<file path="config.mk">
export PLATFORM = sky130hd
export DESIGN_NAME = mode_addr_mapper
export DESIGN_NICKNAME = d
export VERILOG_FILES = /design/src/rtl/amap_pkg.sv /design/src/rtl/amap_wr_decode.sv /design/src/rtl/amap_regs.sv /design/src/rtl/amap_xlate.sv /design/src/rtl/mode_addr_mapper.sv
export SDC_FILE = /design/constraint.sdc
export NUM_CORES = 1
export LEC_CHECK = 0
export ABC_AREA = 1
export BUFFER_PORTS_ARGS = -buffer_cell sky130_fd_sc_hd__buf_2
export CAP_MARGIN = 0
export CELL_PAD_IN_SITES_DETAIL_PLACEMENT = 0
export CELL_PAD_IN_SITES_GLOBAL_PLACEMENT = 2
export CORE_UTILIZATION = 27
export CTS_CLUSTER_SIZE = 12
export DETAILED_ROUTE_END_ITERATION = 8
export PLACE_DENSITY_LB_ADDON = 0.2
export SYNTH_ARGS = -nofsm -noshare
export SYNTH_HDL_FRONTEND = slang
export SYNTH_SLANG_ARGS = --single-unit
</file>
<file path="constraint.sdc">
create_clock -name clk_i -period 2.1 [get_ports clk_i]
set_input_delay 0.105 -clock clk_i [delete_from_list [all_inputs] [get_ports clk_i]]
set_output_delay 0.105 -clock clk_i [all_outputs]
set_load 0.05 [all_outputs]
</file>
<file path="src/rtl/amap_pkg.sv">
package amap_pkg;
  localparam int CPU_AW    = 16;
  localparam int PHYS_AW   = 19;
  localparam int SMALL_OFF = 14;                   // 16 KB page offset bits
  localparam int LARGE_OFF = 15;                   // 32 KB page offset bits
  localparam int SMALL_BW  = PHYS_AW - SMALL_OFF;  // 5-bit block number
  localparam int LARGE_BW  = PHYS_AW - LARGE_OFF;  // 4-bit block number
  localparam int NUM_REGS  = 4;
  localparam int IDX_W     = $clog2(NUM_REGS);

  typedef enum logic [IDX_W-1:0] {
    IDX_PAGE0  = 2'd0,
    IDX_PAGE1  = 2'd1,
    IDX_PAGE2  = 2'd2,
    IDX_WINDOW = 2'd3
  } map_idx_e;

  typedef logic [NUM_REGS-1:0][SMALL_BW-1:0] map_regs_t;
endpackage

</file>
<file path="src/rtl/amap_wr_decode.sv">
module amap_wr_decode
  import amap_pkg::*;
#(
  parameter logic [CPU_AW-1:0] REG_BASE = 16'hBF00
) (
  input  logic              supervisor_i,
  input  logic [CPU_AW-1:0] cpu_addr_i,
  input  logic              cpu_wr_i,
  output logic              we_o,
  output map_idx_e          idx_o
);
  logic hit;

  assign hit   = (cpu_addr_i[CPU_AW-1:IDX_W] == REG_BASE[CPU_AW-1:IDX_W]);
  assign we_o  = cpu_wr_i & supervisor_i & hit;
  assign idx_o = map_idx_e'(cpu_addr_i[IDX_W-1:0]);
endmodule

</file>
<file path="src/rtl/amap_regs.sv">
module amap_regs
  import amap_pkg::*;
#(
  parameter int DATA_W = 8
) (
  input  logic              clk_i,
  input  logic              rst_ni,
  input  logic              we_i,
  input  map_idx_e          idx_i,
  input  logic [DATA_W-1:0] wdata_i,
  output map_regs_t         regs_o
);
  logic unused_wdata_hi;
  assign unused_wdata_hi = ^wdata_i[DATA_W-1:SMALL_BW];

  for (genvar k = 0; k < NUM_REGS; k++) begin : g_reg
    localparam int KEEP_W = (k == int'(IDX_PAGE2)) ? LARGE_BW : SMALL_BW;
    localparam logic [SMALL_BW-1:0] KEEP_MASK = SMALL_BW'((1 << KEEP_W) - 1);

    always_ff @(posedge clk_i or negedge rst_ni) begin
      if (!rst_ni) begin
        regs_o[k] <= '0;
      end else if (we_i && (int'(idx_i) == k)) begin
        regs_o[k] <= wdata_i[SMALL_BW-1:0] & KEEP_MASK;
      end
    end
  end
endmodule

</file>
<file path="src/rtl/amap_xlate.sv">
module amap_xlate
  import amap_pkg::*;
(
  input  logic               supervisor_i,
  input  logic [CPU_AW-1:0]  cpu_addr_i,
  input  map_regs_t          regs_i,
  output logic [PHYS_AW-1:0] phys_addr_o,
  output logic               ram_cs_o,
  output logic               io_cs_o
);
  localparam int ZX_W = PHYS_AW - CPU_AW;

  logic [1:0] quad;
  logic       unused_pg2_hi;

  assign quad          = cpu_addr_i[CPU_AW-1 -: 2];
  assign unused_pg2_hi = regs_i[IDX_PAGE2][SMALL_BW-1];

  always_comb begin
    phys_addr_o = {{ZX_W{1'b0}}, cpu_addr_i};
    ram_cs_o    = 1'b1;
    io_cs_o     = 1'b0;
    if (!supervisor_i) begin
      unique case (quad)
        2'b00:   phys_addr_o = {regs_i[IDX_PAGE0], cpu_addr_i[SMALL_OFF-1:0]};
        2'b01:   phys_addr_o = {regs_i[IDX_PAGE1], cpu_addr_i[SMALL_OFF-1:0]};
        default: phys_addr_o = {regs_i[IDX_PAGE2][LARGE_BW-1:0],
                                cpu_addr_i[LARGE_OFF-1:0]};
      endcase
    end else begin
      unique case (quad)
        2'b01:   phys_addr_o = {regs_i[IDX_WINDOW], cpu_addr_i[SMALL_OFF-1:0]};
        2'b10: begin
          ram_cs_o = 1'b0;
          io_cs_o  = 1'b1;
        end
        default: ;  // identity regions
      endcase
    end
  end
endmodule

</file>
<file path="src/rtl/mode_addr_mapper.sv">
module mode_addr_mapper
  import amap_pkg::*;
#(
  parameter int                DATA_W   = 8,
  parameter logic [CPU_AW-1:0] REG_BASE = 16'hBF00
) (
  input  logic               clk_i,
  input  logic               rst_ni,
  input  logic               supervisor_i,
  input  logic [CPU_AW-1:0]  cpu_addr_i,
  input  logic               cpu_wr_i,
  input  logic [DATA_W-1:0]  cpu_wdata_i,
  output logic [PHYS_AW-1:0] phys_addr_o,
  output logic               ram_cs_o,
  output logic               io_cs_o
);
  logic      map_we;
  map_idx_e  map_idx;
  map_regs_t map_q;

  amap_wr_decode #(.REG_BASE(REG_BASE)) u_dec (
    .supervisor_i (supervisor_i),
    .cpu_addr_i   (cpu_addr_i),
    .cpu_wr_i     (cpu_wr_i),
    .we_o         (map_we),
    .idx_o        (map_idx)
  );

  amap_regs #(.DATA_W(DATA_W)) u_regs (
    .clk_i   (clk_i),
    .rst_ni  (rst_ni),
    .we_i    (map_we),
    .idx_i   (map_idx),
    .wdata_i (cpu_wdata_i),
    .regs_o  (map_q)
  );

  amap_xlate u_xlate (
    .supervisor_i (supervisor_i),
    .cpu_addr_i   (cpu_addr_i),
    .regs_i       (map_q),
    .phys_addr_o  (phys_addr_o),
    .ram_cs_o     (ram_cs_o),
    .io_cs_o      (io_cs_o)
  );
endmodule

</file>
[Word-level counts from Yosys, hierarchy flattened]
Index checks and enable logic that the tools add are counted.
Cells by class
  equal/unequal tests: 6
  mux-type cells: 7
  bitwise logic cells: 2
  reduce and logical (&&, ||, !) cells: 6
Operators with widths (count)
  $mux 19: 2
  $pmux 19 s2: 1
  $eq 14x14->1 const B: 1
  $eq 2x2->1 const B: 3
  $eq 2x1->1 const B: 2
  $logic_and 1x1->1: 4
  $logic_not 2->1: 2
  $mux 1: 4
  $and 1x1->1: 2
Word-level totals
  register bits: 19
  bits of input ports: 28
  output and inout bits: 21
  word-level logic and storage cells: 25

[Depth between registers and ports, before layout]
  depth after elaboration: 3
  mapped depth: 8
  depth with buffers taken out: 7

[By module]
From an unflattened synthesis, not the netlist that was laid out.
Unflattened totals
  cell total of the unflattened synthesis: 181
  area, all modules: 1261.2 um^2
Modules (own cells, without submodules)
  amap_regs: instances 1, cells an instance 89, area each 817.0 um^2
  amap_xlate: instances 1, cells an instance 68, area each 346.6 um^2
  amap_wr_decode: instances 1, cells an instance 24, area each 97.6 um^2

[Least setup slack after synthesis]
OpenSTA, ideal clock, no wires.
  path type: input port to output port
  start point: in cpu_addr_i[14]
  end point: out phys_addr_o[17]
  arrival: 1.321 ns
  required time: 1.995 ns
  path slack: 0.674 ns
  stages: 4
  cells stage by stage: inv_1 -> nor2_1 -> o21ai_0 -> a22oi_1
Between the ends
  cells in the longest elaborated chain, start to end: 3
RTL lines
  start: declaration: RTL line mode_addr_mapper.sv:10  | input logic [CPU_AW-1:0] cpu_addr_i,
  $eq 2x1->1 / $logic_not 2->1 (equally long branches): RTL line amap_xlate.sv:24, amap_xlate.sv:31
  $pmux 19 s2 / $mux 19 (equally long branches): RTL line amap_xlate.sv:24, amap_xlate.sv:31
  $mux 19 (*): RTL line amap_xlate.sv:23  | if (!supervisor_i) begin
  end: declaration: RTL line mode_addr_mapper.sv:13  | output logic [PHYS_AW-1:0] phys_addr_o,
Every way passes the cells marked *; elsewhere a longest branch is shown, timed or not.

[Final worst setup path]
Ends and elaborated chain as after synthesis.

==> PnR_summary.wiki <==
{| class="wikitable"
! Metric !! Value
|-
| Residual overflow from global routing || 0
|-
| Nature of the critical path endpoint || output port
|-
| Nature of the critical path startpoint || input pin
|-
| Layout Area Growth over Synthesis || 18.9%
|-
| R2r setup slk || 1.47 ns
|-
| Proportion of synthesized chip area in sequential cells || 40.6%
|-
| Global-route usage over all layers || 14.8%
|-
| WL per Instance || 12.5 microns
|-
| Max-cap violation count || 0
|-
| Worst hold path class || input pin to register
|-
| Worst-margin pin slew || 0.527 ns
|-
| Critical register-to-register path endpoint || u_regs.regs_o[3]
|-
| Worst-case clock skew || 0 ns
|-
| Maximum number of pins on one net before global-route repair || 20
|-
| Ys Warns || 0
|-
| Num rows || 23
|-
| Average via count per standard cell || 4.62
|-
| Fraction of final layout cells with drive strength greater than 1 || 29.5%
|-
| Worst hold slack || 0.132 ns
|-
| Root Buffer || sky130_fd_sc_hd__clkbuf_8
|-
| Total wirelength of the detailed-routed design || 3.00 mm
|-
| RSZ-0062 raised after global routing || no
|-
| End of the critical path || phys_addr_o[17]
|-
| Final setup violation count || 0
|-
| Worst hold stages || 3
|-
| Final WS setup || 0.717 ns
|-
| Antenna violations before repair || 0
|-
| Count of filler cells inserted in the layout || 465
|-
| Diode count || 0
|-
| Number of unique standard cell types used by synthesis || 23
|-
| Number of buffers added by the clock tree synthesis step || 3
|-
| Synthesized area || 1170 sq um
|-
| Number of buffers on the longest clock path || 2
|-
| Vertical die dimension || 67.9 microns
|-
| Initial drt markers || 41
|-
| Part of the cycle the worst path needs || 65.9%
|-
| Total die area || 4600 sq um
|-
| Ports || 49
|-
| Final estimated routing congestion in global placement || 0.766
|-
| Result of the run || complete, no violations
|-
| Register bank with the most flops || u_regs.regs_o
|-
| Worst EP required || 2.00 ns
|-
| Normalized max-slew margin || 64.8%
|-
| DR DRC count || 0
|-
| Clock input transition at the sequential cells of the worst setup and hold paths || 0.07 ns
|-
| Clock latency on the worst-skew pair || 0.25 ns
|-
| Via Count || 1,109
|-
| Clock tree from TritonCTS || yes
|-
| Startpoint of the worst register-to-register path || u_regs.regs_o[3]
|-
| Core region area || 4090 sq um
|-
| Power density over the cells || 558 nW/um^2
|-
| Critical path type || input pin to output port
|-
| Antenna-violating nets left || 0
|-
| Pins Over Slew Limit || 0
|-
| Total of flip-flops plus latches after synthesis || 19
|-
| DP Wirelength || 2.38 mm
|-
| Worst-case vdd ir drop || 0.144 mV
|-
| Number of global-route vias before repair || 1,054
|-
| Registers with the most flip-flops || u_regs.regs_o x19
|-
| Initial DRT Pass Iterations || 4
|-
| Launch point of the worst path || cpu_addr_i[14]
|-
| Largest fanout on the critical path || 7
|-
| Avg Inst Size Synth || 7.51 sq um
|-
| Count of buffers inserted at the top-level ports || 45
|-
| Post-synth net total || 184
|-
| Number of levels in the clock H-tree || 1
|-
| Arrival time reported for the critical path endpoint || 1.28 ns
|-
| Setup Total Neg Slack || 0 ns
|-
| Final Net Count || 219
|-
| TritonCTS Sinks || 19
|-
| Maximum clock frequency || 723 MHz
|-
| Leakage power summed over all cells || 0.000798 uW
|-
| Horizontal die dimension || 67.9 microns
|-
| Setup slack after placement || 0.607 ns
|-
| Post-route minimum period || 1.38 ns
|-
| Wire length of the first global-routing pass || 5.04 mm
|-
| Gate count of the mapped netlist || 156
|-
| Hold violation count in the final report || 0
|-
| Flip-flop count of the largest register after layout || 19
|-
| Worst Reg-to-Reg Cells || 2
|-
| Post-CTS resize count || 0
|-
| Effective utilization at floorplan || 28.7%
|}
[kinds of logic after synthesis]
family	share of synthesized area [%]
flip-flops	40.6
AND/OR/NAND/NOR	38.9
buffers and inverters	15.5
AO/OA/AOI/OAI	5.02
[routing by layer]
metal	up-vias	global-route usage, %	wire (microns)
met4	0	4.69	25
li1	573	-	-
met1	499	19.2	1430
met3	2	1.17	132
met5	-	0	0
met2	35	25.9	1410
[what timing repair did]
action	4_1_cts	5_1_grt
hold buffers	1	0
buffers inserted	0	0
endpoints found under the hold margin	19	0
[worst min path at each step]
stage / start / to / slack [ns]
after floorplan: rst_ni / u_regs.regs_o[0] / -0.19
after global placement: rst_ni / u_regs.regs_o[11] / 0.06
after detailed placement: rst_ni / u_regs.regs_o[11] / 0.07
after CTS: cpu_wdata_i[4] / u_regs.regs_o[4] / 0.13
after global routing: cpu_wdata_i[4] / u_regs.regs_o[9] / 0.15
final: cpu_wdata_i[4] / u_regs.regs_o[4] / 0.13
[critical path, cell delays in order]
cell and delay [ns]:
sky130_fd_sc_hd__buf_2 0.13, sky130_fd_sc_hd__inv_1 0.06, sky130_fd_sc_hd__nor2_1 0.37, sky130_fd_sc_hd__o21ai_0 0.15, sky130_fd_sc_hd__a22oi_1 0.17, sky130_fd_sc_hd__buf_2 0.29
[cell usage after synthesis]
master	instances	area share [%]
sky130_fd_sc_hd__a21oi_1	1	0.43
sky130_fd_sc_hd__nand2_2	1	0.53
sky130_fd_sc_hd__nand3_1	6	2.6
sky130_fd_sc_hd__buf_2	1	0.43
sky130_fd_sc_hd__buf_6	1	0.96
sky130_fd_sc_hd__buf_4	14	9.0
sky130_fd_sc_hd__nand2_1	58	19
sky130_fd_sc_hd__clkbuf_1	2	0.64
sky130_fd_sc_hd__a21boi_0	1	0.64
sky130_fd_sc_hd__nand4_1	20	11
sky130_fd_sc_hd__buf_8	1	1.3
sky130_fd_sc_hd__nor2_2	1	0.53
sky130_fd_sc_hd__dfrtp_1	19	41
sky130_fd_sc_hd__a22o_1	1	0.75
sky130_fd_sc_hd__a22oi_1	2	1.3
sky130_fd_sc_hd__nand3_4	1	1.5
sky130_fd_sc_hd__nor2_1	11	3.5
sky130_fd_sc_hd__inv_2	1	0.32
sky130_fd_sc_hd__inv_1	9	2.9
sky130_fd_sc_hd__nor2_4	1	0.96
sky130_fd_sc_hd__o22ai_1	1	0.53
sky130_fd_sc_hd__o21ai_0	2	0.85
sky130_fd_sc_hd__a31oi_1	1	0.53
[area by class of cell]
| class | count | area (sq um) | share of cell area, % |
|---|---|---|---|
| inverters | 10 | 37.5 | 2.70 |
| flip-flops and latches | 19 | 475 | 34.1 |
| repair buffers | 49 | 258 | 18.5 |
| clock buffers | 4 | 45.0 | 3.23 |
| multi-input cells | 108 | 514 | 36.9 |
| well taps | 50 | 62.6 | 4.49 |
[cell usage in the layout, fill, tap and decap left out]
cell,Yosys,routed
sky130_fd_sc_hd__nand4_1,20,20
sky130_fd_sc_hd__inv_2,1,1
sky130_fd_sc_hd__clkbuf_1,2,1
sky130_fd_sc_hd__nand3_1,6,6
sky130_fd_sc_hd__buf_2,1,45
sky130_fd_sc_hd__nand2_1,58,58
sky130_fd_sc_hd__nand2_2,1,1
sky130_fd_sc_hd__nand3_4,1,1
sky130_fd_sc_hd__a31oi_1,1,1
sky130_fd_sc_hd__buf_4,14,3
sky130_fd_sc_hd__dfrtp_1,19,19
sky130_fd_sc_hd__nor2_4,1,1
sky130_fd_sc_hd__a21boi_0,1,1
sky130_fd_sc_hd__dlygate4sd3_1,0,1
sky130_fd_sc_hd__a21oi_1,1,1
sky130_fd_sc_hd__o21ai_0,2,2
sky130_fd_sc_hd__a22oi_1,2,2
sky130_fd_sc_hd__nor2_1,11,11
sky130_fd_sc_hd__clkbuf_8,0,3
sky130_fd_sc_hd__nor2_2,1,1
sky130_fd_sc_hd__a22o_1,1,1
sky130_fd_sc_hd__o22ai_1,1,1
sky130_fd_sc_hd__inv_1,9,9
[stage by stage]
stage	total power, uW	utilization (%)	instances	area [sq um]
final	777	34.1	240	1390
after global routing	807	34.1	240	1390
after CTS	787	34.1	240	1390
after detailed placement	532	32.7	235	1340
after global placement	532	32.7	235	1340
after floorplan	487	-	156	1170
[power by group]
group          total (uW)  internal (uW)  switching [uW]  leakage (uW)
clock                 252            135             117     0.0000228
sequential            366            366          0.0397      0.000266
combinational         159           37.8             121      0.000510
total                 777            538             238      0.000798
(Power assumes the default switching activity.)
